==> config.mk <==
export PLATFORM = sky130hd
export DESIGN_NAME = stereo_mute_ctrl
export DESIGN_NICKNAME = d
export VERILOG_FILES = /design/src/rtl/mute_pkg.sv /design/src/rtl/mute_cfg_reg.sv /design/src/rtl/mute_silence_det.sv /design/src/rtl/mute_gate.sv /design/src/rtl/stereo_mute_ctrl.sv
export SDC_FILE = /design/constraint.sdc
export NUM_CORES = 1
export LEC_CHECK = 0
export BUFFER_PORTS_ARGS = -buffer_cell sky130_fd_sc_hd__buf_2
export CAP_MARGIN = 40
export CORE_MARGIN = 3
export CORE_UTILIZATION = 40
export CTS_CLUSTER_DIAMETER = 200
export CTS_CLUSTER_SIZE = 12
export DETAILED_ROUTE_END_ITERATION = 16
export GPL_ROUTABILITY_DRIVEN = 0
export PLACE_DENSITY = 0.66
export SYNTH_ARGS = -nofsm -noshare
export SYNTH_HDL_FRONTEND = slang
export SYNTH_SLANG_ARGS = --single-unit
==> constraint.sdc <==
create_clock -name clk -period 1.8 [get_ports clk]
set_clock_uncertainty 0.15 [all_clocks]
set_input_delay 0 -clock clk [delete_from_list [all_inputs] [get_ports clk]]
set_output_delay 0 -clock clk [all_outputs]
set_load 0.1 [all_outputs]
==> src/rtl/mute_pkg.sv <==
package mute_pkg;

    typedef enum logic {
        CH_LEFT  = 1'b0,
        CH_RIGHT = 1'b1
    } chan_e;

    typedef struct packed {
        logic master;
        logic left;
        logic right;
        logic auto_en;
    } mute_cfg_t;

    localparam mute_cfg_t CFG_AT_RESET = '{master: 1'b1, left: 1'b0, right: 1'b0, auto_en: 1'b0};

    localparam int NUM_CH = 2;

    function automatic logic chan_request(mute_cfg_t c, int unsigned ch);
        return (ch == 0) ? c.left : c.right;
    endfunction

    function automatic logic chan_is_muted(mute_cfg_t c, int unsigned ch, logic silenced);
        return c.master | chan_request(c, ch) | silenced;
    endfunction

endpackage

==> src/rtl/mute_cfg_reg.sv <==
module mute_cfg_reg
    import mute_pkg::*;
(
    input  logic      clk,
    input  logic      rst,
    input  logic      load,
    input  mute_cfg_t cfg_d,
    output mute_cfg_t cfg_q
);

    always_ff @(posedge clk) begin
        if (rst) begin
            cfg_q <= CFG_AT_RESET;
        end else if (load) begin
            cfg_q <= cfg_d;
        end
    end

endmodule

==> src/rtl/mute_silence_det.sv <==
module mute_silence_det #(
    parameter int SAMPLE_W = 24,
    parameter int RUN_LEN  = 2048
) (
    input  logic                clk,
    input  logic                rst,
    input  logic                enable,
    input  logic                frame_valid,
    input  logic [SAMPLE_W-1:0] frame_sample,
    output logic                silenced_next,
    output logic                silenced_q
);

    localparam int CNT_W = $clog2(RUN_LEN + 1);
    localparam logic [CNT_W-1:0] LAST_BEFORE = CNT_W'(RUN_LEN - 1);
    localparam logic [CNT_W-1:0] SAT_VALUE   = CNT_W'(RUN_LEN);

    logic [CNT_W-1:0] run_q;
    logic [CNT_W-1:0] run_d;
    logic             frame_silent;

    assign frame_silent = (frame_sample == '0);

    always_comb begin
        run_d         = run_q;
        silenced_next = silenced_q;
        if (!enable) begin
            run_d         = '0;
            silenced_next = 1'b0;
        end else if (frame_valid) begin
            if (!frame_silent) begin
                run_d         = '0;
                silenced_next = 1'b0;
            end else begin
                if (run_q != SAT_VALUE) begin
                    run_d = run_q + 1'b1;
                end
                if (run_q == LAST_BEFORE) begin
                    silenced_next = 1'b1;
                end
            end
        end
    end

    always_ff @(posedge clk) begin
        if (rst) begin
            run_q      <= '0;
            silenced_q <= 1'b0;
        end else begin
            run_q      <= run_d;
            silenced_q <= silenced_next;
        end
    end

endmodule

==> src/rtl/mute_gate.sv <==
module mute_gate
    import mute_pkg::*;
#(
    parameter int SAMPLE_W = 24
) (
    input  logic                clk,
    input  logic                rst,
    input  mute_cfg_t           cfg,
    input  logic                silenced_next,
    input  logic                frame_valid,
    input  logic                frame_chan,
    input  logic [SAMPLE_W-1:0] frame_sample,
    output logic                out_valid,
    output logic                out_chan,
    output logic [SAMPLE_W-1:0] out_sample,
    output logic [NUM_CH-1:0]   chan_muted_q
);

    logic [NUM_CH-1:0] chan_muted_d;
    logic              sel_muted;

    for (genvar ch = 0; ch < NUM_CH; ch++) begin : g_chan
        assign chan_muted_d[ch] = chan_is_muted(cfg, ch, silenced_next);

        always_ff @(posedge clk) begin
            if (rst) begin
                chan_muted_q[ch] <= CFG_AT_RESET.master;
            end else if (frame_valid) begin
                chan_muted_q[ch] <= chan_muted_d[ch];
            end
        end
    end

    assign sel_muted = chan_muted_d[frame_chan];

    always_ff @(posedge clk) begin
        if (rst) begin
            out_valid  <= 1'b0;
            out_chan   <= CH_LEFT;
            out_sample <= '0;
        end else begin
            out_valid <= frame_valid;
            if (frame_valid) begin
                out_chan   <= frame_chan;
                out_sample <= sel_muted ? '0 : frame_sample;
            end
        end
    end

endmodule

==> src/rtl/stereo_mute_ctrl.sv <==
module stereo_mute_ctrl
    import mute_pkg::*;
#(
    parameter int SAMPLE_W = 24,
    parameter int RUN_LEN  = 2048
) (
    input  logic                clk,
    input  logic                rst,
    input  logic                cfg_load,
    input  logic                cfg_master,
    input  logic                cfg_left,
    input  logic                cfg_right,
    input  logic                cfg_auto,
    input  logic                in_valid,
    input  logic                in_chan,
    input  logic [SAMPLE_W-1:0] in_sample,
    output logic                out_valid,
    output logic                out_chan,
    output logic [SAMPLE_W-1:0] out_sample,
    output logic                mute_left,
    output logic                mute_right,
    output logic                auto_muted
);

    mute_cfg_t         cfg_d;
    mute_cfg_t         cfg_q;
    logic              silenced_next;
    logic              silenced_q;
    logic [NUM_CH-1:0] muted_flags;

    assign cfg_d = '{master: cfg_master, left: cfg_left, right: cfg_right, auto_en: cfg_auto};

    mute_cfg_reg u_cfg (
        .clk   (clk),
        .rst   (rst),
        .load  (cfg_load),
        .cfg_d (cfg_d),
        .cfg_q (cfg_q)
    );

    mute_silence_det #(
        .SAMPLE_W (SAMPLE_W),
        .RUN_LEN  (RUN_LEN)
    ) u_det (
        .clk           (clk),
        .rst           (rst),
        .enable        (cfg_q.auto_en),
        .frame_valid   (in_valid),
        .frame_sample  (in_sample),
        .silenced_next (silenced_next),
        .silenced_q    (silenced_q)
    );

    mute_gate #(
        .SAMPLE_W (SAMPLE_W)
    ) u_gate (
        .clk           (clk),
        .rst           (rst),
        .cfg           (cfg_q),
        .silenced_next (silenced_next),
        .frame_valid   (in_valid),
        .frame_chan    (in_chan),
        .frame_sample  (in_sample),
        .out_valid     (out_valid),
        .out_chan      (out_chan),
        .out_sample    (out_sample),
        .chan_muted_q  (muted_flags)
    );

    assign mute_left  = muted_flags[CH_LEFT];
    assign mute_right = muted_flags[CH_RIGHT];
    assign auto_muted = silenced_q;

endmodule

# After elaboration in Yosys (flattened, before gate mapping)
# Index checks and enable logic that the tools add are counted.
# totals
elab_cells,33
input_bits,33
output_inout_bits,29
ff_bits,45
# op_classes
addsub,1
n_bitwise,5
eq_ne,3
n_reduce_logical,3
n_lt_le_gt_ge,1
n_mux,9
# op_table
operator,count
$logic_not A24 Y1,1
$mux W12,2
$mux W24,1
$add A12 B1 Y12 const B,1
$eq A12 B11 Y1 const B,1
$ne A12 B12 Y1 const B,1
$mux W1,6
$or A1 B1 Y1,4
$lt A1 B2 Y1 const B,1
$ne A2 B2 Y1 const B,1
$reduce_and A2 Y1,1
$reduce_or A2 Y1,1
$not A1 Y1,1

# Logic depth before layout (Yosys ltp)
# Gate-level depths: netlist (run 1).
# logic_depth
ltp_word,9
ltp_mapped,6
mapped_depth_nobuf,6

# Modules after synthesis
# Synthesis (run 1) repeated with hierarchy kept, for this count alone.
# hier_totals
hier_cells,236
area_unflattened_um2,2107.0
# modules_own_cells
module,cells_per_inst,area_per_inst_um2,seq_area_each_um2,n_inst
mute_gate,126,1166.1,560.5,1
mute_silence_det,97,797.0,260.2,1
mute_cfg_reg,13,143.9,80.1,1

# Least setup slack after synthesis (run 1)
# OpenSTA, ideal clock, no wires.
# synth_timing
path_type,flip-flop to flip-flop
from,register u_det.run_q[0]
to,register u_det.run_q[6]
slack_ps,170
synth_period_minus_slack_ps,1630
stages_incl_launch_ff,6
arrival_ps,1394
t_required_ps,1564
setup_time_ps,86
path_buffers,0
cell_sequence,dfxtp_1 -> ha_1 -> inv_1 -> or4_1 -> xor2_1 -> a211oi_1
# synth_between
elab_chain_len,3
elab_cells_between_ends,6
cone_classes,add/sub (1); eq/ne (2); mux (2); reduce/logical (1)
# synth_lines
element,line_no,text
from (decl),mute_silence_det.sv:18,logic [CNT_W-1:0] run_q;
from (signal assigned),mute_silence_det.sv:50,run_q <= run_d;
$add A12 B1 Y12 or $ne A12 B12 Y1 (tied branches),"mute_silence_det.sv:36, mute_silence_det.sv:35",
$mux W12 or $ne A2 B2 Y1 (tied branches),-,
$mux W12 or $reduce_and A2 Y1 (tied branches),-,
# Parallel ways exist; a longest one is shown, timed or not. The select of a mux whose other input is x is not followed.
# A chain may end at the register's enable or synchronous reset.

# Final worst setup path (run 1)
# layout_timing
from,input port in_sample[11]
to,register u_det.run_q[11]
# layout_between
elab_chain_len,3
elab_cells_between_ends,4
cone_classes,eq/ne (1); mux (1); reduce/logical (2)
# layout_lines
element,line_no,text
from (decl),stereo_mute_ctrl.sv:16,"input logic [SAMPLE_W-1:0] in_sample,"
$logic_not A24 Y1 (*),mute_silence_det.sv:22,assign frame_silent = (frame_sample == '0);
$ne A2 B2 Y1 (no line),-,
$reduce_and A2 Y1 (no line),-,
# Every way passes the cells marked *; elsewhere a longest branch is shown, timed or not.

==> reports/results.tsv, run 1 <==
stage	metric	value	unit
synthesis	ys_warn_count	0	
clock_network	cts_tree	done	
worst_setup_path	worst_ep_arrival_time	1.82	ns
global_routing	grt_overflow	0	
global_routing	grt_pass1_wl	8380	um
worst_setup_path	path_delay_family	simple AND/OR/NAND/NOR gates	
pwr	ir_drop	0.744	mV
placed_design	pre_cts_ws	0.0322	ns
clock_network	cts_buffers	5	
synthesis	synth_fa_ha_area_share	1.34	%
synthesis	synth.mux.area_fraction	2.15	%
synthesis	synth-edff-count	0	
die	io-pin-count	62	
pwr	p_per_area	809	nW/um2
hold_path	worstHoldStart	in_sample[17]	
placed_design	place_area	2260	um2
synthesis	synth_seq_cells	45	
hold_path	min_path_cells	5	
routing	vias	1863	
flow_run	drv_cap	0	
pwr	finalPower	0.00226	W
clock_network	clockBufferDepth	2	
finish	area_growth	50.1	%
finish	register_area	903	um2
worst_setup_path	required	1.86	ns
sta	drv_slew	0	
sta	relSlewSlack	67.1	%
global_routing	antenna_found_initial	0	
worst_setup_path	critPathMaxFanout	5	
synthesis	synth_xor_area_share	1.41	%
pwr	p_leak	1.14	nW
finish	antenna_cells	0	
die	die_x	74.2	um
die	core_region_area	4410	um2
worst_setup_path	worstSetupEndpointType	flop	
routing	ant_nets	0	
synthesis	syn_avg_cell_area	9.85	um2
finish	multi_input_area	896	um2
placed_design	port_buffers	61	
finish	drive_gt1_share	30.7	%
synthesis	synthCells	189	
synthesis	async_flop_share	0	%
worst_setup_path	critPathKind	input port to flop	
die	fp.dieH	74.2	um
synthesis	yosys.area_share.simple	21.7	%
synthesis	synth_flop_cell	dfxtp_1	
die	placementRows	24	
worst_setup_path	cp-start-kind	input port	
clock_network	clkTransAtPathRegs	0.09	ns
synthesis	synth_most_common_cell	dfxtp_1	
hold_path	whs_endpoint	u_det.run_q[2]	
clock_network	htreeDepth	2	
global_routing	grtUsageTotal	19.2	%
sta	max_freq	566	MHz
placed_design	dp_hpwl	3160	um
clock_network	root_buffer	clkbuf_8	
synthesis	synth_common_cells	dfxtp_1 (45), a22o_1 (23), nor2_1 (12)	
die	start_util	42.2	%
sta	finalHoldViolCount	0	
finish	nets	327	
synthesis	synth.top_cells.by_area	dfxtp_1 (48%), a22o_1 (11%), nand3_1 (2.7%), nor2_1 (2.4%), nor4_1 (2.4%)	
finish	n_fill_cell	349	
hold_path	hold_path.class	input port to flop	
finish	fin_area	2800	um2
clock_network	clock-sinks	45	
synthesis	yosysSeqAreaShare	48.4	%
routing	drc_errors	0	
sta	finalSetupViolCount	0	
sta	setup_ws	0.0347	ns
worst_setup_path	rrSetupSlack	0.09	ns
synthesis	syn_area	1860	um2
routing	vias_per_cell	5.40	
worst_setup_path	crit_path_cell_trace	dlygate4sd3_1, or4_4, nor2_4, buf_12, nand3_4, o311ai_1	
worst_setup_path	path_buf_inv	2	
sta	worstMarginPinSlew	0.487	ns
routing	drt_iter0_markers	121	
global_routing	grt_max_degree	25	
worst_setup_path	r2r-end	u_det.run_q[6]	
sta	post-route-period-util	98.1	%
worst_setup_path	r2r-start	u_det.run_q[0]	
synthesis	synth_cell_types	39	
global_routing	grt_pass1_vias	1858	
synthesis	synth_compound_area_share	20.2	%
synthesis	syn-num-nets	224	
worst_setup_path	r2r_cells	5	
synthesis	yosys.area.top_type_share	48.4	%
clock_network	insertion_delay	0.30	ns
synthesis	synth_top_area_cell	dfxtp_1	
synthesis	synth_top_family_by_area	simple AND/OR/NAND/NOR gates	
sta	rsz0062_at_grt	false	
worst_setup_path	critPathMaxStageDelay	0.57	ns
routing	wire_per_inst	14.9	um
worst_setup_path	crit_slowest_cell	dlygate4sd3_1	
routing	wl	5140	um
sta	fin_tns_setup	0	ns
sta	fin_crit	1.77	ns
routing	firstDrtPassIters	5	
outcome	outcome	complete, no violations	
die	dieArea	5510	um2
[stage by stage]
step           hold WS [ns]  util (%)  std cells
2_1_floorplan       -0.0666         -        189
3_3_place_gp         0.0541      51.1        302
3_5_place_dp         0.0613      51.1        302
4_1_cts              0.0893      62.6        347
5_1_grt               0.108      63.3        345
6_report             0.0937      63.3        345
[worst min-delay path, cell delays in order]
cell and delay [ns]:
buf_2 0.08, nor4_1 0.05, and4_4 0.21, nand4_1 0.07
o21ai_0 0.07
[cell type report]
type	instances	area share, %
clock buffers	5	2.46
clock inverters	3	2.33
inverters	9	1.21
multi-input cells	126	32.1
flip-flops and latches	45	32.3
well taps	52	2.33
repair buffers	105	27.3
[power breakdown]
part	internal [W]	switching (W)
Combinational	0.000122	0.000210
Clock	0.000552	0.000347
Sequential	0.00102	0.0000133
[sequential cells by signal, indices dropped and copies added (netlist names)]
register,flops
u_cfg.cfg_q,4
u_gate.out_sample,24
u_gate.chan_muted_q,2
u_det.run_q,12
u_gate.out_valid,1
u_gate.out_chan,1
u_det.silenced_q,1
[metal layers]
| metal | global-route usage, % | share of wire [%] | wire [um] |
|---|---|---|---|
| met1 | 25.3 | 43 | 2220 |
| met4 | 5.93 | 1.5 | 78 |
| met3 | 5.41 | 5.2 | 265 |
| met2 | 30.8 | 50 | 2570 |
| met5 | 0 | 0 | 0 |
[cells in the final DEF (no fill, tap or decap), types with 3 or more instances in the layout]
cell,synthesis,final
a211oi_1,4,3
a22o_1,23,23
a41oi_1,3,3
buf_2,3,57
buf_4,0,8
clkbuf_8,1,5
dfxtp_1,45,43
dlygate4sd3_1,0,37
inv_1,9,9
mux2i_1,4,4
nand2_1,11,11
nand3_1,10,10
nand4_1,5,5
nor2_1,12,12
nor2b_1,4,4
nor3_1,7,7
nor4_1,7,6
o211ai_1,4,4
o21ai_0,6,6
[cells by family (layout without fill, tap and decap cells)]
logic type,Yosys count,in the layout
simple gates,70,70
compound gates,47,47
flops,45,45
buf+inv,18,122
mux,4,4
xor+xnor,3,3
fa+ha+maj,2,2
[what timing repair did]
item                       4_1_cts  5_1_grt
resized for setup                0        9
hold endpoints to repair        36        0
hold buffers                    37        0
setup buffers                    0        1
setup endpoints to repair        0       21
[how the worst max path moves through the flow]
stage | start | to | slack [ns] | cells after the start
after floorplan | u_det.run_q[0] | u_det.run_q[6] | 0.17 | 5
after global placement | in_sample[23] | u_det.run_q[11] | 0.09 | 5
after detailed placement | u_det.run_q[0] | u_det.run_q[6] | 0.03 | 5
after CTS | in_sample[16] | u_det.run_q[6] | 0.008 | 6
after global routing | u_det.run_q[3] | u_det.run_q[11] | 0.002 | 5
final | in_sample[11] | u_det.run_q[11] | 0.03 | 6
Power figures use the tool's default switching activity.
==> inputs of run 2 (changes only) <==
==> constraint.sdc (replaced) <==
create_clock -name clk -period 1.8 [get_ports clk]
set_clock_uncertainty 0.15 [all_clocks]
set_input_delay 0.18 -clock clk [delete_from_list [all_inputs] [get_ports clk]]
set_output_delay 0.18 -clock clk [all_outputs]
set_load 0.1 [all_outputs]
==> run 2 against run 1 <==
- final cell count decreased by 0.29%
- worst hold slack lost 0.067 ns
- cell area is 2.3% lower
- die area unchanged
- core utilization decreased by 1.4 points
- wire length down 6.6%
- setup slack gained 0.058 ns
- clock power is 1% lower
- sequential share of layout area grew 0.76 points
- critical path type is now flop to flop
- critical endpoint is now u_det.run_q[6]
- largest cell class unchanged
- largest power group unchanged
- highest routed layer unchanged
==> reports/results.tsv, run 2 (synthesis results as in run 1) <==
stage	metric	value	unit
sta	worstMarginPinSlew	0.509	ns
die	die_x	74.2	um
sta	finalHoldViolCount	0	
placed_design	dp_hpwl	3170	um
sta	post-route-period-util	94.8	%
finish	nets	326	
worst_setup_path	crit_slowest_cell	or4_1	
routing	drt_iter0_markers	89	
hold_path	worstHoldStart	in_chan	
global_routing	grt_pass1_wl	7870	um
pwr	ir_drop	0.468	mV
worst_setup_path	crit_path_cell_trace	ha_2, inv_1, or4_1, xor2_1, a211oi_1	
routing	ant_nets	0	
global_routing	grt_pass1_vias	1712	
die	placementRows	24	
pwr	p_per_area	818	nW/um2
global_routing	antenna_found_initial	0	
finish	regMostFlops	u_gate.out_sample	
finish	drive_gt1_share	32.9	%
outcome	outcome	complete, no violations	
sta	rsz0062_at_grt	false	
finish	multi_input_area	882	um2
sta	relSlewSlack	66.3	%
worst_setup_path	required	1.86	ns
global_routing	grt_max_degree	25	
clock_network	root_buffer	clkbuf_8	
sta	fin_crit	1.71	ns
worst_setup_path	path_buf_inv	1	
finish	mostFrequentLayoutCells	buf_2 (61), dfxtp_1 (43), dlygate4sd3_1 (29)	
finish	final_util	61.9	%
finish	largest_reg_flops	24	
die	start_util	42.2	%
finish	antenna_cells	0	
worst_setup_path	critPathKind	flop to flop	
finish	area_growth	46.7	%
global_routing	grt_overflow	0	
flow_run	drv_cap	0	
routing	wl	4800	um
worst_setup_path	path_delay_family	simple AND/OR/NAND/NOR gates	
sta	finalSetupViolCount	0	
sta	fin_tns_setup	0	ns
placed_design	dp.cells	307	
clock_network	cts_buffers	5	
worst_setup_path	critPathMaxStageDelay	0.52	ns
finish	fin_cells	344	
worst_setup_path	startpoint	u_det.run_q[0]	
routing	firstDrtPassIters	4	
clock_network	clock-sinks	45	
die	core_region_area	4410	um2
clock_network	cts_setup_buffers	0	
pwr	p_leak	1.14	nW
placed_design	port_buffers	61	
die	io-pin-count	62	
finish	n_fill_cell	366	
hold_path	hold_path.class	input port to flop	
routing	vias	1806	
finish	final_common_cell	buf_2	
worst_setup_path	critPathMaxFanout	3	
sta	max_freq	586	MHz
worst_setup_path	worstSetupEndpointType	flop	
routing	vias_per_cell	5.25	
worst_setup_path	r2r-start	u_det.run_q[0]	
clock_network	insertion_delay	0.29	ns
clock_network	htreeDepth	2	
finish	register_area	903	um2
clock_network	cts_tree	done	
die	fp.dieH	74.2	um
finish	top_regs	u_gate.out_sample: 24 flops, u_det.run_q: 12 flops, u_cfg.cfg_q: 4 flops	
sta	drv_slew	0	
clock_network	clockBufferDepth	2	
die	dieArea	5510	um2
global_routing	grtUsageTotal	18.3	%
routing	wire_per_inst	14.0	um
worst_setup_path	cp-start-kind	flop	
routing	drc_errors	0	
clock_network	clkTransAtPathRegs	0.08	ns
worst_setup_path	worst_ep_arrival_time	1.77	ns
==> run 2: worst paths after layout <==
| kind | slack, ns | depth (start not counted) | end |
|---|---|---|---|
| worst max-delay path | 0.09 | 5 | u_det.run_q[6] |
| worst min-delay path | 0.03 | 3 | u_gate.out_chan |
| worst max register to register | 0.09 | 5 | u_det.run_q[6] |
| worst min register to register | 0.33 | 1 | u_gate.out_sample[0] |
==> run 2: power breakdown <==
part	leakage (nW)	internal (W)	switching (W)
registers	0.366	0.00102	0.0000136
clock network	0.0681	0.000551	0.000335
logic	0.706	0.000112	0.000204
==> run 2: metrics by stage <==
| stage | power (W) | area, um2 | hold WS [ns] | setup WS [ns] |
|---|---|---|---|---|
| final | 0.00223 | 2730 | 0.0271 | 0.0930 |
| after global routing | 0.00231 | 2730 | 0.0480 | 0.00145 |
| after CTS | 0.00225 | 2720 | 0.0201 | 0.0311 |
| after detailed placement | 0.00132 | 2290 | 0.235 | -0.0515 |
| after global placement | 0.00132 | 2290 | 0.232 | -0.0297 |
| after floorplan | 0.00124 | 1860 | 0.113 | 0.170 |
==> run 2: cell type report <==
| cell class | instances | area share, % |
|---|---|---|
| Inverter | 9 | 1.24 |
| Multi-Input combinational cell | 126 | 32.3 |
| Timing Repair Buffer | 104 | 26.1 |
| Clock inverter | 3 | 2.38 |
| Tap cell | 52 | 2.38 |
| Clock buffer | 5 | 2.52 |
| Sequential cell | 45 | 33.1 |
==> run 2: worst register-to-register path: stages, from the launching register on <==
cell and delay (ns):
dfxtp_2 0.35, ha_2 0.20, inv_1 0.07, or4_1 0.52, xor2_1 0.16, a211oi_1 0.19
==> run 2: per-layer routing <==
metal,share of wire (%),up-vias,track usage (%),wire (um)
li1,-,914,-,-
met1,46,832,24.8,2220
met2,47,56,28.9,2280
met3,5.4,4,4.46,260
met4,0.90,0,5.34,43
met5,0,-,0,0
==> run 2: repair_timing <==
action / 4_1_cts / 5_1_grt
gates resized for setup: 0 / 5
endpoints found under the hold margin: 29 / 0
hold buffers: 29 / 0
endpoints found under the setup margin: 0 / 33
